==> src/rtl/rlx_pkg.sv <==
// Shared types for the run-length bit expander.
// Assumes no more than 255 bits ever come from one code or from the header.
package rlx_pkg;
    localparam int LEN_W = 9;

    typedef enum logic [1:0] {
        ST_HUNT = 2'd0,
        ST_CODE = 2'd1,
        ST_EMIT = 2'd2
    } rlx_state_e;
endpackage

==> src/rtl/rlx_sync_hunt.sv <==
// Sync-pair detector: it remembers whether the last byte taken was the lead
// byte, and reports a match when the next byte taken has the marker nibble in
// its upper half. It assumes the caller raises clear whenever it is not searching.
module rlx_sync_hunt #(
    parameter logic [7:0] SYNC_LEAD = 8'hFF,
    parameter logic [3:0] SYNC_NIB  = 4'h3
) (
    input  logic       clk,
    input  logic       rst_n,
    input  logic       take,
    input  logic       clear,
    input  logic [7:0] byte_i,
    output logic       found
);
    logic prev_lead_q;

    // Remember whether the byte just taken was the lead byte.
    always_ff @(posedge clk) begin
        if (!rst_n || clear)
            prev_lead_q <= 1'b0;
        else if (take)
            prev_lead_q <= (byte_i == SYNC_LEAD);
    end

    // A match is a taken byte with the marker nibble right after a lead byte.
    always_comb found = take && prev_lead_q && (byte_i[7:4] == SYNC_NIB);
endmodule

==> src/rtl/rlx_code_class.sv <==
// Code classifier: turns one code byte into a run length, the value of the
// body bits, and whether the final bit is the opposite of the body value.
// Purely combinational. It assumes 1 <= MAX_ONES <= 253.
module rlx_code_class
    import rlx_pkg::*;
#(
    parameter int MAX_ONES = 226
) (
    input  logic [7:0]       code,
    output logic [LEN_W-1:0] run_len,
    output logic             run_body,
    output logic             run_tail
);
    localparam logic [7:0] ONES_LIM  = 8'(MAX_ONES);
    localparam logic [7:0] LONG_CODE = 8'(MAX_ONES + 1);
    localparam logic [7:0] SOLO_CODE = 8'hFF;

    // Pick the code class and work out the length and bit values of its run.
    always_comb begin
        run_len  = '0;
        run_body = 1'b0;
        run_tail = 1'b0;
        if (code == 8'd0) begin
            run_len = '0;
        end else if (code <= ONES_LIM) begin
            run_len  = LEN_W'(code) + LEN_W'(1);
            run_body = 1'b1;
            run_tail = 1'b1;
        end else if (code == LONG_CODE) begin
            run_len  = LEN_W'(MAX_ONES);
            run_body = 1'b1;
        end else if (code == SOLO_CODE) begin
            run_len  = LEN_W'(1);
            run_body = 1'b1;
        end else begin
            run_len  = LEN_W'(code) - LEN_W'(MAX_ONES + 1);
            run_body = 1'b0;
            run_tail = 1'b1;
        end
    end
endmodule

==> src/rtl/rlx_bit_gen.sv <==
// Bit generator: counts down the bits still owed. In header mode it shifts out
// a fixed word from its top bit. In run mode it sends the body value and, when
// a tail is set, the opposite value on the final bit. It assumes a load and a
// step never occur in the same cycle.
module rlx_bit_gen
    import rlx_pkg::*;
#(
    parameter int              HDR_LEN  = 16,
    parameter logic [HDR_LEN-1:0] HDR_WORD = 16'hFF20
) (
    input  logic             clk,
    input  logic             rst_n,
    input  logic             load_hdr,
    input  logic             load_run,
    input  logic [LEN_W-1:0] run_len,
    input  logic             run_body,
    input  logic             run_tail,
    input  logic             step,
    output logic             bit_o,
    output logic             busy,
    output logic             final_o
);
    logic [LEN_W-1:0]   rem_q;
    logic [HDR_LEN-1:0] sh_q;
    logic               hdr_q;
    logic               body_q;
    logic               tail_q;

    // Load the header or a run, or move on by one bit when a bit is taken.
    always_ff @(posedge clk) begin
        if (!rst_n) begin
            rem_q  <= '0;
            sh_q   <= '0;
            hdr_q  <= 1'b0;
            body_q <= 1'b0;
            tail_q <= 1'b0;
        end else if (load_hdr) begin
            rem_q <= LEN_W'(HDR_LEN);
            sh_q  <= HDR_WORD;
            hdr_q <= 1'b1;
        end else if (load_run) begin
            rem_q  <= run_len;
            hdr_q  <= 1'b0;
            body_q <= run_body;
            tail_q <= run_tail;
        end else if (step && rem_q != '0) begin
            rem_q <= rem_q - LEN_W'(1);
            sh_q  <= sh_q << 1;
        end
    end

    // Present the current bit, and flag when it is the final one owed.
    always_comb begin
        busy    = (rem_q != '0);
        final_o = (rem_q == LEN_W'(1));
        if (hdr_q)
            bit_o = sh_q[HDR_LEN-1];
        else if (final_o && tail_q)
            bit_o = ~body_q;
        else
            bit_o = body_q;
    end

    // only nonzero runs are ever loaded, so a load never leaves the generator idle
    a_r7_run_nonzero: assert property (@(posedge clk) disable iff (!rst_n)
        load_run |=> busy);

    // after a header load the generator has the whole header still to send
    a_r3_hdr_loaded: assert property (@(posedge clk) disable iff (!rst_n)
        load_hdr |=> (rem_q == LEN_W'(HDR_LEN)));
endmodule

==> src/rtl/rlx_stream_expander.sv <==
// Top of the run-length bit expander. It sequences the search for the sync
// pair, the header and the code runs. Bytes are taken only while searching or
// while waiting for a code. Bits are offered only while a header or run is
// pending. The end-of-stream flag travels with the byte that carried it.
module rlx_stream_expander
    import rlx_pkg::*;
#(
    parameter int MAX_ONES = 226
) (
    input  logic       clk,
    input  logic       rst_n,
    input  logic [7:0] in_data,
    input  logic       in_valid,
    input  logic       in_last,
    output logic       in_ready,
    output logic       out_bit,
    output logic       out_valid,
    input  logic       out_ready,
    output logic       out_last
);
    rlx_state_e       state_q;
    logic             eos_q;
    logic             accept;
    logic             fire;
    logic             hunt_take;
    logic             hunt_clear;
    logic             hunt_found;
    logic [LEN_W-1:0] cls_len;
    logic             cls_body;
    logic             cls_tail;
    logic             load_run;
    logic             gen_bit;
    logic             gen_busy;
    logic             gen_final;

    // Handshake decode for both sides.
    always_comb begin
        in_ready   = (state_q == ST_HUNT) || (state_q == ST_CODE);
        accept     = in_valid && in_ready;
        out_valid  = (state_q == ST_EMIT);
        out_bit    = gen_bit;
        out_last   = out_valid && eos_q && gen_final;
        fire       = out_valid && out_ready;
        hunt_take  = accept && (state_q == ST_HUNT);
        hunt_clear = (state_q != ST_HUNT) || (accept && in_last);
        load_run   = accept && (state_q == ST_CODE) && (cls_len != '0);
    end

    rlx_sync_hunt u_hunt (
        .clk    (clk),
        .rst_n  (rst_n),
        .take   (hunt_take),
        .clear  (hunt_clear),
        .byte_i (in_data),
        .found  (hunt_found)
    );

    rlx_code_class #(.MAX_ONES(MAX_ONES)) u_class (
        .code     (in_data),
        .run_len  (cls_len),
        .run_body (cls_body),
        .run_tail (cls_tail)
    );

    rlx_bit_gen u_gen (
        .clk      (clk),
        .rst_n    (rst_n),
        .load_hdr (hunt_found),
        .load_run (load_run),
        .run_len  (cls_len),
        .run_body (cls_body),
        .run_tail (cls_tail),
        .step     (fire),
        .bit_o    (gen_bit),
        .busy     (gen_busy),
        .final_o  (gen_final)
    );

    // Phase sequencing, with the end-of-stream flag following the active byte.
    always_ff @(posedge clk) begin
        if (!rst_n) begin
            state_q <= ST_HUNT;
            eos_q   <= 1'b0;
        end else begin
            case (state_q)
                ST_HUNT: if (hunt_found) begin
                    state_q <= ST_EMIT;
                    eos_q   <= in_last;
                end
                ST_CODE: if (accept) begin
                    if (cls_len != '0) begin
                        state_q <= ST_EMIT;
                        eos_q   <= in_last;
                    end else if (in_last) begin
                        state_q <= ST_HUNT;
                    end
                end
                ST_EMIT: if (fire && gen_final) begin
                    state_q <= eos_q ? ST_HUNT : ST_CODE;
                    eos_q   <= 1'b0;
                end
                default: state_q <= ST_HUNT;
            endcase
        end
    end

    // no byte is taken while a bit is on offer
    a_r8_no_take_while_emitting: assert property (@(posedge clk) disable iff (!rst_n)
        out_valid |-> !in_ready);

    // a stalled bit holds its value and markers
    a_r9_stall_holds: assert property (@(posedge clk) disable iff (!rst_n)
        (out_valid && !out_ready) |=> (out_valid && $stable(out_bit) && $stable(out_last)));

    // the last marker appears only on an offered bit
    a_r10_last_with_valid: assert property (@(posedge clk) disable iff (!rst_n)
        out_last |-> out_valid);

    // once the last bit is taken, output goes quiet and the search resumes
    a_r10_last_ends_stream: assert property (@(posedge clk) disable iff (!rst_n)
        (out_last && out_ready) |=> (!out_valid && in_ready));

    // the generator always has bits owed while output is offered
    a_r8_emit_has_bits: assert property (@(posedge clk) disable iff (!rst_n)
        out_valid |-> gen_busy);
endmodule

==> config.mk <==
export PLATFORM = sky130hd
export DESIGN_NAME = rlx_stream_expander
export DESIGN_NICKNAME = d
export VERILOG_FILES = /design/src/rtl/rlx_pkg.sv /design/src/rtl/rlx_sync_hunt.sv /design/src/rtl/rlx_code_class.sv /design/src/rtl/rlx_bit_gen.sv /design/src/rtl/rlx_stream_expander.sv
export SDC_FILE = /design/constraint.sdc
export NUM_CORES = 1
export LEC_CHECK = 0
export CAP_MARGIN = 20
export CORE_AREA = 3 3 96 98
export DETAILED_ROUTE_END_ITERATION = 8
export DIE_AREA = 0 0 99 101
export GPL_TIMING_DRIVEN = 1
export PLACE_DENSITY = 0.38
export SETUP_SLACK_MARGIN = 0.3
export SYNTH_ARGS = -nofsm -noshare
export SYNTH_HDL_FRONTEND = slang
export SYNTH_SLANG_ARGS = --single-unit
==> constraint.sdc <==
create_clock -name clk -period 3.6 [get_ports clk]
set_clock_uncertainty 0.2 [all_clocks]
set_input_delay 0.72 -clock clk [delete_from_list [all_inputs] [get_ports clk]]
set_output_delay 0.72 -clock clk [all_outputs]
set_load 0.03 [all_outputs]
==> results.tsv, run 1 <==
stage	metric	value	unit
logic_synthesis	Simple-Gate Fraction of Synth Area	29.8	%
logic_synthesis	fraction of the mapped netlist area in compound gates	24.4	%
final_layout	area grow syn2layout	23.4	%
sta	Hold WS	265	ps
logic_synthesis	Top FF cell, synth	dfxtp_1	
critical_path	Crit path required time	2680	ps
critical_path	critical path endpoint category	output pin	
logic_synthesis	XOR/XNOR Fraction of Synth Area	2.72	%
die	CORE AREA	8550	um^2
flow_run	MaxCap Viol Count	0	
sta	Worst-Margin Slew	774	ps
logic_synthesis	Seq/Total Area, Yosys	27.9	%
sta	Max Slew Vio Count	0	
route	drt total wl	5.46	mm
sta	fmax	320	MHz
clock_tree	total CTS buffers	3	
clock_tree	CTS Sinks	27	
hold_path	worst hold path type	flop to flop	
die	# rows	34	
placed_design	IO Port Bufs	16	
logic_synthesis	Mapped Area	1930	um^2
clock_tree	H-tree depth	1	
clock_tree	Worst-path clk slew	90	ps
global_route	initial antenna violation count	0	
die	Die ar.	10000	um^2
final_layout	Reg area	541	um^2
logic_synthesis	largest family of logic cells by synthesized area	simple AND/OR/NAND/NOR gates	
power	Worst VDD drop	0.162	mV
route	antenna viol nets, final	0	
sta	fin crit period	3130	ps
die	Die Ht	101	um
logic_synthesis	distinct cell type count after synthesis	56	
sta	Final Hold Viols	0	
placed_design	GPL Wtd Cong	0.826	
die	Die Wd	99	um
die	IO Pins	17	
final_layout	end-of-flow core utilization	27.9	%
placed_design	Final HPWL DP	4.08	mm
logic_synthesis	syn nets	265	
power	Power Density	241	nW/um^2
global_route	first-pass GRT wire length	9.39	mm
route	WL/cell	14.4	um
clock_tree	Clock Latency Late Sink	270	ps
global_route	vias in the first global route	1822	
status	status	complete, no violations	
global_route	grt total ovfl	0	
final_layout	share of cells above drive strength 1	16.2	%
placed_design	DP Area	2310	um^2
critical_path	critical path class	flop to output pin	
route	drt via density	5.02	
clock_tree	Setup Buffers After CTS	0	
clock_tree	clock root cell	clkbuf_8	
die	starting density of the core	22.6	%
logic_synthesis	flops & latches, synth	27	
final_layout	commonest non-fill, non-tap cell in the layout	nor2_1	
power	Pleak	0.929	nW
sta	Max transition margin	48.0	%
logic_synthesis	Synth Warn #	0	
route	DRT Pass-1 Iters	4	
critical_path	CP arrival	2210	ps
final_layout	fin cells	380	
final_layout	most frequent cells in the layout	31 x nor2_1, 27 x dfxtp_1, 23 x buf_4	
route	via count	1906	
final_layout	multi-input logic area	1300	um^2
sta	fin crit share	86.8	%
logic_synthesis	mux cell area share after synthesis	5.24	%
logic_synthesis	Async SR Flop Fraction	0	%
global_route	Tot GR Track Use	11.4	%
sta	endpoints failing setup	0	
logic_synthesis	Mean Syn Cell Area	7.83	um^2
placed_design	placed insts	376	
final_layout	design area	2390	um^2
logic_synthesis	EDFF count, synth	0	
final_layout	filler cell count	908	
sta	unrepaired setup endpoints after global routing	false	
clock_tree	CTS tree	done	
logic_synthesis	Post-Synth Adder-Cell Area	3.23	%
final_layout	nets	291	
clock_tree	CTS Buffer Depth	2	
critical_path	crit start category	flop	
global_route	largest net degree at the start of global routing	15	
critical_path	crit path max fanout	6	
route	DRC Markers	0	
logic_synthesis	synthesized instance count	247	
final_layout	Antenna Diode Count	0	
route	First DRT Iteration DRCs	153	
## worst max-delay path, stage by stage, from the launching register on
cell and delay [ps]:
dfxtp_1 360, or4_1 580, nor3_2 280, buf_4 170
and3_1 150, dlygate4sd2_1 390
## kinds of logic after synthesis
| group | count (synthesis) |
|---|---|
| AND/OR/NAND/NOR | 107 |
| XOR/XNOR | 6 |
| multiplexers | 10 |
| AO/OA/AOI/OAI | 65 |
| buffers and inverters | 27 |
| adder cells (fa/ha/maj) | 5 |
| flip-flops | 27 |
## report_power, final
group	leakage, nW	total (mW)	internal (mW)	switching (mW)
Sequential	0.217	0.298	0.298	0.00000846
Combinational	0.689	0.103	0.0449	0.0583
Clock	0.0228	0.175	0.0793	0.0952
## cell usage after synthesis (2+ instances only)
cell | n | area (um^2)
o21a_1 | 4 | 30.0
o211ai_1 | 5 | 37.5
or4_1 | 3 | 22.5
and2_1 | 3 | 18.8
mux2i_1 | 9 | 90.1
nand4_1 | 6 | 37.5
a211oi_1 | 11 | 82.6
xor2_1 | 6 | 52.6
buf_2 | 7 | 35.0
o22ai_1 | 3 | 18.8
nor2_1 | 31 | 116
nand2b_1 | 2 | 12.5
o311a_1 | 2 | 20.0
and3_1 | 3 | 18.8
nand4b_1 | 2 | 17.5
nand3_1 | 14 | 70.1
a31oi_1 | 4 | 25.0
nor4_1 | 2 | 12.5
clkbuf_1 | 8 | 30.0
a32oi_1 | 2 | 17.5
buf_6 | 2 | 22.5
nand2_1 | 20 | 75.1
inv_1 | 9 | 33.8
a21oi_1 | 13 | 65.1
o21ai_0 | 8 | 40.0
dfxtp_1 | 27 | 541
nor3b_1 | 2 | 15.0
or3_1 | 2 | 12.5
ha_1 | 5 | 62.6
nor3_1 | 6 | 30.0
## worst paths after layout
kind / startpoint / end / slack, ps / cells after the start
worst min register to register: u_gen.tail_q / u_gen.tail_q / 270 / 2
worst max register to register: u_gen.rem_q[0] / u_gen.sh_q[10] / 860 / 7
worst max-delay path: u_gen.rem_q[3] / out_last / 470 / 5
worst min-delay path: u_gen.tail_q / u_gen.tail_q / 270 / 2
## final cells by class
class                           instances  share of cell area (%)
Timing Repair Buffer                   39                    13.9
Multi-Input combinational cell        193                    54.5
Clock buffer                            4                    1.89
Tap cell                              108                    5.66
Inverter                                9                    1.42
Sequential cell                        27                    22.7
## registers in the layout, summed over array words and instances (netlist names)
register            cells
eos_q                   1
u_gen.rem_q             9
u_gen.sh_q             11
u_gen.hdr_q             1
u_gen.body_q            1
u_gen.tail_q            1
u_hunt.prev_lead_q      1
state_q                 2
## layer usage
| layer | GRT usage [%] | wire, um |
|---|---|---|
| met5 | 0 | 0 |
| met4 | 1.68 | 24 |
| met3 | 1.80 | 157 |
| met1 | 16.4 | 2880 |
| met2 | 18.2 | 2410 |
## what timing repair did
item	CTS	global route
endpoints found under the setup margin	4	8
resized for setup	4	11
gates cloned	0	0
hold buffers	0	0
endpoints found under the hold margin	0	0
## through the flow
step	setup WS, ps	total power, mW	TNS (ps)
after floorplan	347	0.362	0
after global placement	-37.6	0.406	-37.6
after detailed placement	-37.0	0.404	-47.5
after CTS	295	0.585	0
after global routing	363	0.609	0
final	475	0.576	0
Power figures use the tool's default switching activity.
==> inputs of run 2 (changes only) <==
- CORE_AREA: 3 3 96 98 -> 3 3 65 67
- DIE_AREA: 0 0 99 101 -> 0 0 68 70
- PLACE_DENSITY: 0.38 -> 0.72
==> results.tsv, run 2 (synthesis gave the netlist of run 1 again) <==
stage	metric	value	unit
status	status	complete, no violations	
final_layout	multi-input logic area	1280	um^2
critical_path	Crit path top cell by count	buf_4	
critical_path	CP max stage delay	510	ps
die	IO Pins	17	
route	DRC Markers	0	
sta	fin crit share	86.8	%
final_layout	max reg flops	11	
sta	post-route setup TNS	0	ps
global_route	initial antenna violation count	0	
final_layout	fin cells	316	
placed_design	Final HPWL DP	3.48	mm
sta	unrepaired setup endpoints after global routing	false	
critical_path	crit path max fanout	6	
hold_path	worst hold path type	flop to flop	
sta	endpoints failing setup	0	
sta	Final Hold Viols	0	
placed_design	placed insts	312	
clock_tree	H-tree depth	1	
die	Die Ht	70	um
final_layout	area grow syn2layout	17.0	%
power	Power Density	254	nW/um^2
final_layout	Regs by FF count	u_gen.sh_q: 11 flops, u_gen.rem_q: 9 flops, state_q: 2 flops	
flow_run	MaxCap Viol Count	0	
critical_path	crit start category	primary input	
die	CORE AREA	3690	um^2
route	First DRT Iteration DRCs	196	
die	Die ar.	4760	um^2
global_route	grt total ovfl	0	
route	WL/cell	14.9	um
clock_tree	Clock Latency Late Sink	280	ps
power	Worst VDD drop	0.255	mV
critical_path	critical path endpoint category	flop	
die	# rows	22	
final_layout	commonest non-fill, non-tap cell in the layout	nor2_1	
sta	Max Slew Vio Count	0	
sta	Max transition margin	61.8	%
critical_path	slowest stage cell, crit path	clkdlybuf4s50_1	
placed_design	GPL Wtd Cong	0.936	
final_layout	filler cell count	323	
final_layout	nets	287	
critical_path	CP arrival	3100	ps
global_route	Tot GR Track Use	20.9	%
final_layout	Antenna Diode Count	0	
sta	final worst slack	476	ps
critical_path	critical-path cell list	clkdlybuf4s50_1 > buf_4 > inv_1 > ha_1 > nor4b_2 > nand2_1 > o21a_2 > a2111oi_4 > a21oi_2 > buf_4 > o21a_1	
route	via count	1906	
clock_tree	CTS Buffer Depth	2	
clock_tree	Worst-path clk slew	90	ps
die	Die Wd	68	um
route	drt total wl	4.72	mm
clock_tree	total CTS buffers	3	
placed_design	IO Port Bufs	16	
global_route	first-pass GRT wire length	7.90	mm
die	starting density of the core	52.4	%
clock_tree	CTS tree	done	
global_route	vias in the first global route	1644	
critical_path	critical path class	primary input to flop	
placed_design	Setup WS pre-CTS	164	ps
clock_tree	Setup Buffers After CTS	0	
final_layout	most frequent cells in the layout	31 x nor2_1, 27 x dfxtp_1, 20 x nand2_1	
route	drt via density	6.03	
critical_path	WP buf/inv	4	
final_layout	share of cells above drive strength 1	14.2	%
critical_path	CP top delay family	buffers and inverters	
final_layout	largest register by flop count	u_gen.sh_q	
clock_tree	CTS Sinks	27	
final_layout	Reg area	541	um^2
critical_path	Crit path required time	3580	ps
power	Power Total	575	uW
sta	fin crit period	3120	ps
sta	fmax	320	MHz
route	DRT Pass-1 Iters	5	
clock_tree	Post-CTS Hold Buffers	0	
power	Pleak	0.901	nW
route	antenna viol nets, final	0	
clock_tree	clock root cell	clkbuf_8	
global_route	largest net degree at the start of global routing	25	
sta	Worst-Margin Slew	571	ps
## run 2: metal layers
layer,vias up,part of all wire (%),track usage [%]
met4,0,1.6,5.52
li1,965,-,-
met3,9,6.0,3.86
met2,55,43,28.1
met5,-,0,0
met1,877,49,33.3
## run 2: report_power, final
part	internal, mW	leakage, nW	total, mW	switching (mW)
Combinational	0.0415	0.662	0.0958	0.0543
Clock	0.0788	0.0217	0.181	0.102
Sequential	0.298	0.217	0.298	0.00000815
## run 2: worst paths after layout
path / cells after the start / from / to / slack [ps]
worst max-delay path: 11 / in_data[1] / state_q[1] / 480
worst min-delay path: 2 / u_gen.tail_q / u_gen.tail_q / 280
worst max register to register: 8 / u_gen.rem_q[0] / u_gen.rem_q[7] / 1160
worst min register to register: 2 / u_gen.tail_q / u_gen.tail_q / 280
## run 2: timing repair
item	4_1_cts	5_1_grt
setup endpoints to repair	1	9
pin swaps	0	0
gates resized for setup	1	9
## run 2: metrics by stage
stage	hold slack (ps)	util, %	instance area [um^2]
6_report	279	61.4	2260
2_1_floorplan	235	-	1930
3_3_place_gp	270	59.7	2200
5_1_grt	315	61.4	2260
4_1_cts	285	61.0	2250
3_5_place_dp	266	59.7	2200
## run 2: worst reg2reg max path, stage by stage, from the launching register on
cell,delay (ps)
dfxtp_1,360
inv_1,70
ha_1,170
or4b_2,610
o211ai_1,430
nor3_1,100
xor2_1,170
a21oi_1,150
a21oi_1,80
## run 2: layout make-up
cell class	instances	area share (%)
Multi-Input combinational cell	193	56.4
Sequential cell	27	23.9
Timing Repair Buffer	35	13.4
Tap cell	48	2.65
Clock buffer	3	1.82
Inverter	9	1.49
Clock inverter	1	0.332
==> inputs of run 3 (changes only) <==
- CAP_MARGIN: 20 -> not set
- SKIP_CTS_REPAIR_TIMING: not set -> 1
==> results.tsv, run 3 (synthesis gave the netlist of run 1 again) <==
stage	metric	value	unit
route	WL/cell	15.0	um
clock_tree	Clock Latency Late Sink	280	ps
sta	Max transition margin	61.9	%
die	CORE AREA	3690	um^2
critical_path	RR Startpoint	u_gen.rem_q[0]	
power	Pleak	0.919	nW
global_route	met2 Resource Use GR	28.1	%
clock_tree	CTS Buffer Depth	2	
sta	fin crit period	3160	ps
flow_run	MaxCap Viol Count	0	
route	DRC Markers	0	
placed_design	GPL Wtd Cong	0.936	
placed_design	placed insts	312	
global_route	initial antenna violation count	0	
final_layout	most frequent cells in the layout	31 x nor2_1, 27 x dfxtp_1, 20 x nand2_1	
die	IO Pins	17	
final_layout	commonest non-fill, non-tap cell in the layout	nor2_1	
power	Power Total	575	uW
critical_path	CP max stage delay	550	ps
final_layout	Antenna Diode Count	0	
route	DRT Pass-1 Iters	5	
sta	post-route setup TNS	0	ps
final_layout	area grow syn2layout	17.4	%
placed_design	Final HPWL DP	3.48	mm
critical_path	WP buf/inv	2	
clock_tree	Worst-path clk slew	100	ps
critical_path	crit path max fanout	6	
critical_path	r2r worst-path depth	8	
global_route	grt total ovfl	0	
global_route	vias in the first global route	1644	
final_layout	max reg flops	11	
hold_path	worst hold path type	flop to flop	
clock_tree	CTS tree	done	
critical_path	critical-path cell list	or4_1 > nor3_1 > buf_4 > nand2_1 > xor2_1 > o21ai_0 > dlymetal6s2s_1	
critical_path	crit path from	u_gen.rem_q[3]	
placed_design	IO Port Bufs	16	
critical_path	worst setup path end	out_bit	
global_route	largest net degree at the start of global routing	25	
critical_path	critical path endpoint category	output pin	
sta	endpoints failing setup	0	
global_route	met1 GRT Util	33.3	%
global_route	met3 GRT Util	3.86	%
sta	unrepaired setup endpoints after global routing	false	
route	drt total wl	4.73	mm
critical_path	worst r2r dst	u_gen.rem_q[7]	
critical_path	Critical Path Stages	7	
route	antenna viol nets, final	0	
clock_tree	total CTS buffers	3	
die	Die Wd	68	um
clock_tree	H-tree depth	1	
die	# rows	22	
final_layout	Regs by FF count	u_gen.sh_q: 11 flops, u_gen.rem_q: 9 flops, state_q: 2 flops	
sta	Final Hold Viols	0	
route	First DRT Iteration DRCs	205	
status	status	complete, no violations	
sta	fmax	316	MHz
power	Worst VDD drop	0.254	mV
final_layout	end-of-flow core utilization	61.6	%
final_layout	largest register by flop count	u_gen.sh_q	
die	Die ar.	4760	um^2
critical_path	setup slack, reg-to-reg	1160	ps
critical_path	CP arrival	2240	ps
clock_tree	clock root cell	clkbuf_8	
final_layout	fin cells	316	
final_layout	share of cells above drive strength 1	13.8	%
route	via count	1909	
sta	Max Slew Vio Count	0	
sta	fin crit share	87.8	%
critical_path	CP top delay family	simple AND/OR/NAND/NOR gates	
final_layout	nets	287	
power	Power Density	253	nW/um^2
global_route	first-pass GRT wire length	7.90	mm
critical_path	crit start category	flop	
die	starting density of the core	52.4	%
sta	Hold WS	279	ps
global_route	gr busiest metal	met1	
route	drt via density	6.04	
sta	Worst-Margin Slew	570	ps
critical_path	Crit path required time	2680	ps
critical_path	critical path class	flop to output pin	
critical_path	slowest stage cell, crit path	or4_1	
global_route	Tot GR Track Use	20.9	%
die	Die Ht	70	um
clock_tree	CTS Sinks	27	
final_layout	filler cell count	322	
## run 3: cell types whose count changed in the layout (fill, tap and decap cells not counted)
cell            delta
clkbuf_2           -1
dlymetal6s2s_1     +1
## run 3: area by class of cell
type | instances | area, um^2 | area share, %
timing repair buffer | 35 | 312 | 13.7
tap | 48 | 60.1 | 2.64
clock inverter | 1 | 7.51 | 0.331
multi-input combinational | 193 | 1280 | 56.2
clock buffer | 3 | 41.3 | 1.82
inverter | 9 | 33.8 | 1.49
sequential | 27 | 541 | 23.8
## run 3: report_power, final
| group | internal, mW | switching, mW |
|---|---|---|
| combinational | 0.0415 | 0.0542 |
| clock | 0.0788 | 0.102 |
| sequential | 0.298 | 0.00000835 |
| total | 0.419 | 0.156 |
## run 3: worst min-delay path by stage
stage	start	endpoint	slack, ps	cells after the start
detailed placement	u_gen.body_q	u_gen.body_q	270	2
floorplan	u_gen.tail_q	u_gen.tail_q	230	2
CTS	u_gen.body_q	u_gen.body_q	280	2
finish	u_gen.tail_q	u_gen.tail_q	280	2
global placement	u_gen.tail_q	u_gen.tail_q	270	2
global route	eos_q	eos_q	310	2
## run 3: worst register-to-register path: stages (launching register included)
cell,delay (ps)
dfxtp_1,360
inv_1,70
ha_1,170
or4b_2,610
o211ai_1,430
nor3_1,100
xor2_1,170
a21oi_1,150
a21oi_1,80
## run 3: routing by layer
layer / up-vias / part of all wire [%]
li1: 967 / -
met3: 12 / 6.2
met2: 62 / 43
met1: 868 / 49
met5: - / 0
met4: 0 / 1.9
## run 3: through the flow
stage          setup WS, ps  cell area, um^2
5_1_grt                 311             2270
3_5_place_dp            164             2200
4_1_cts                66.3             2250
2_1_floorplan           347             1930
6_report                438             2270
3_3_place_gp            213             2200
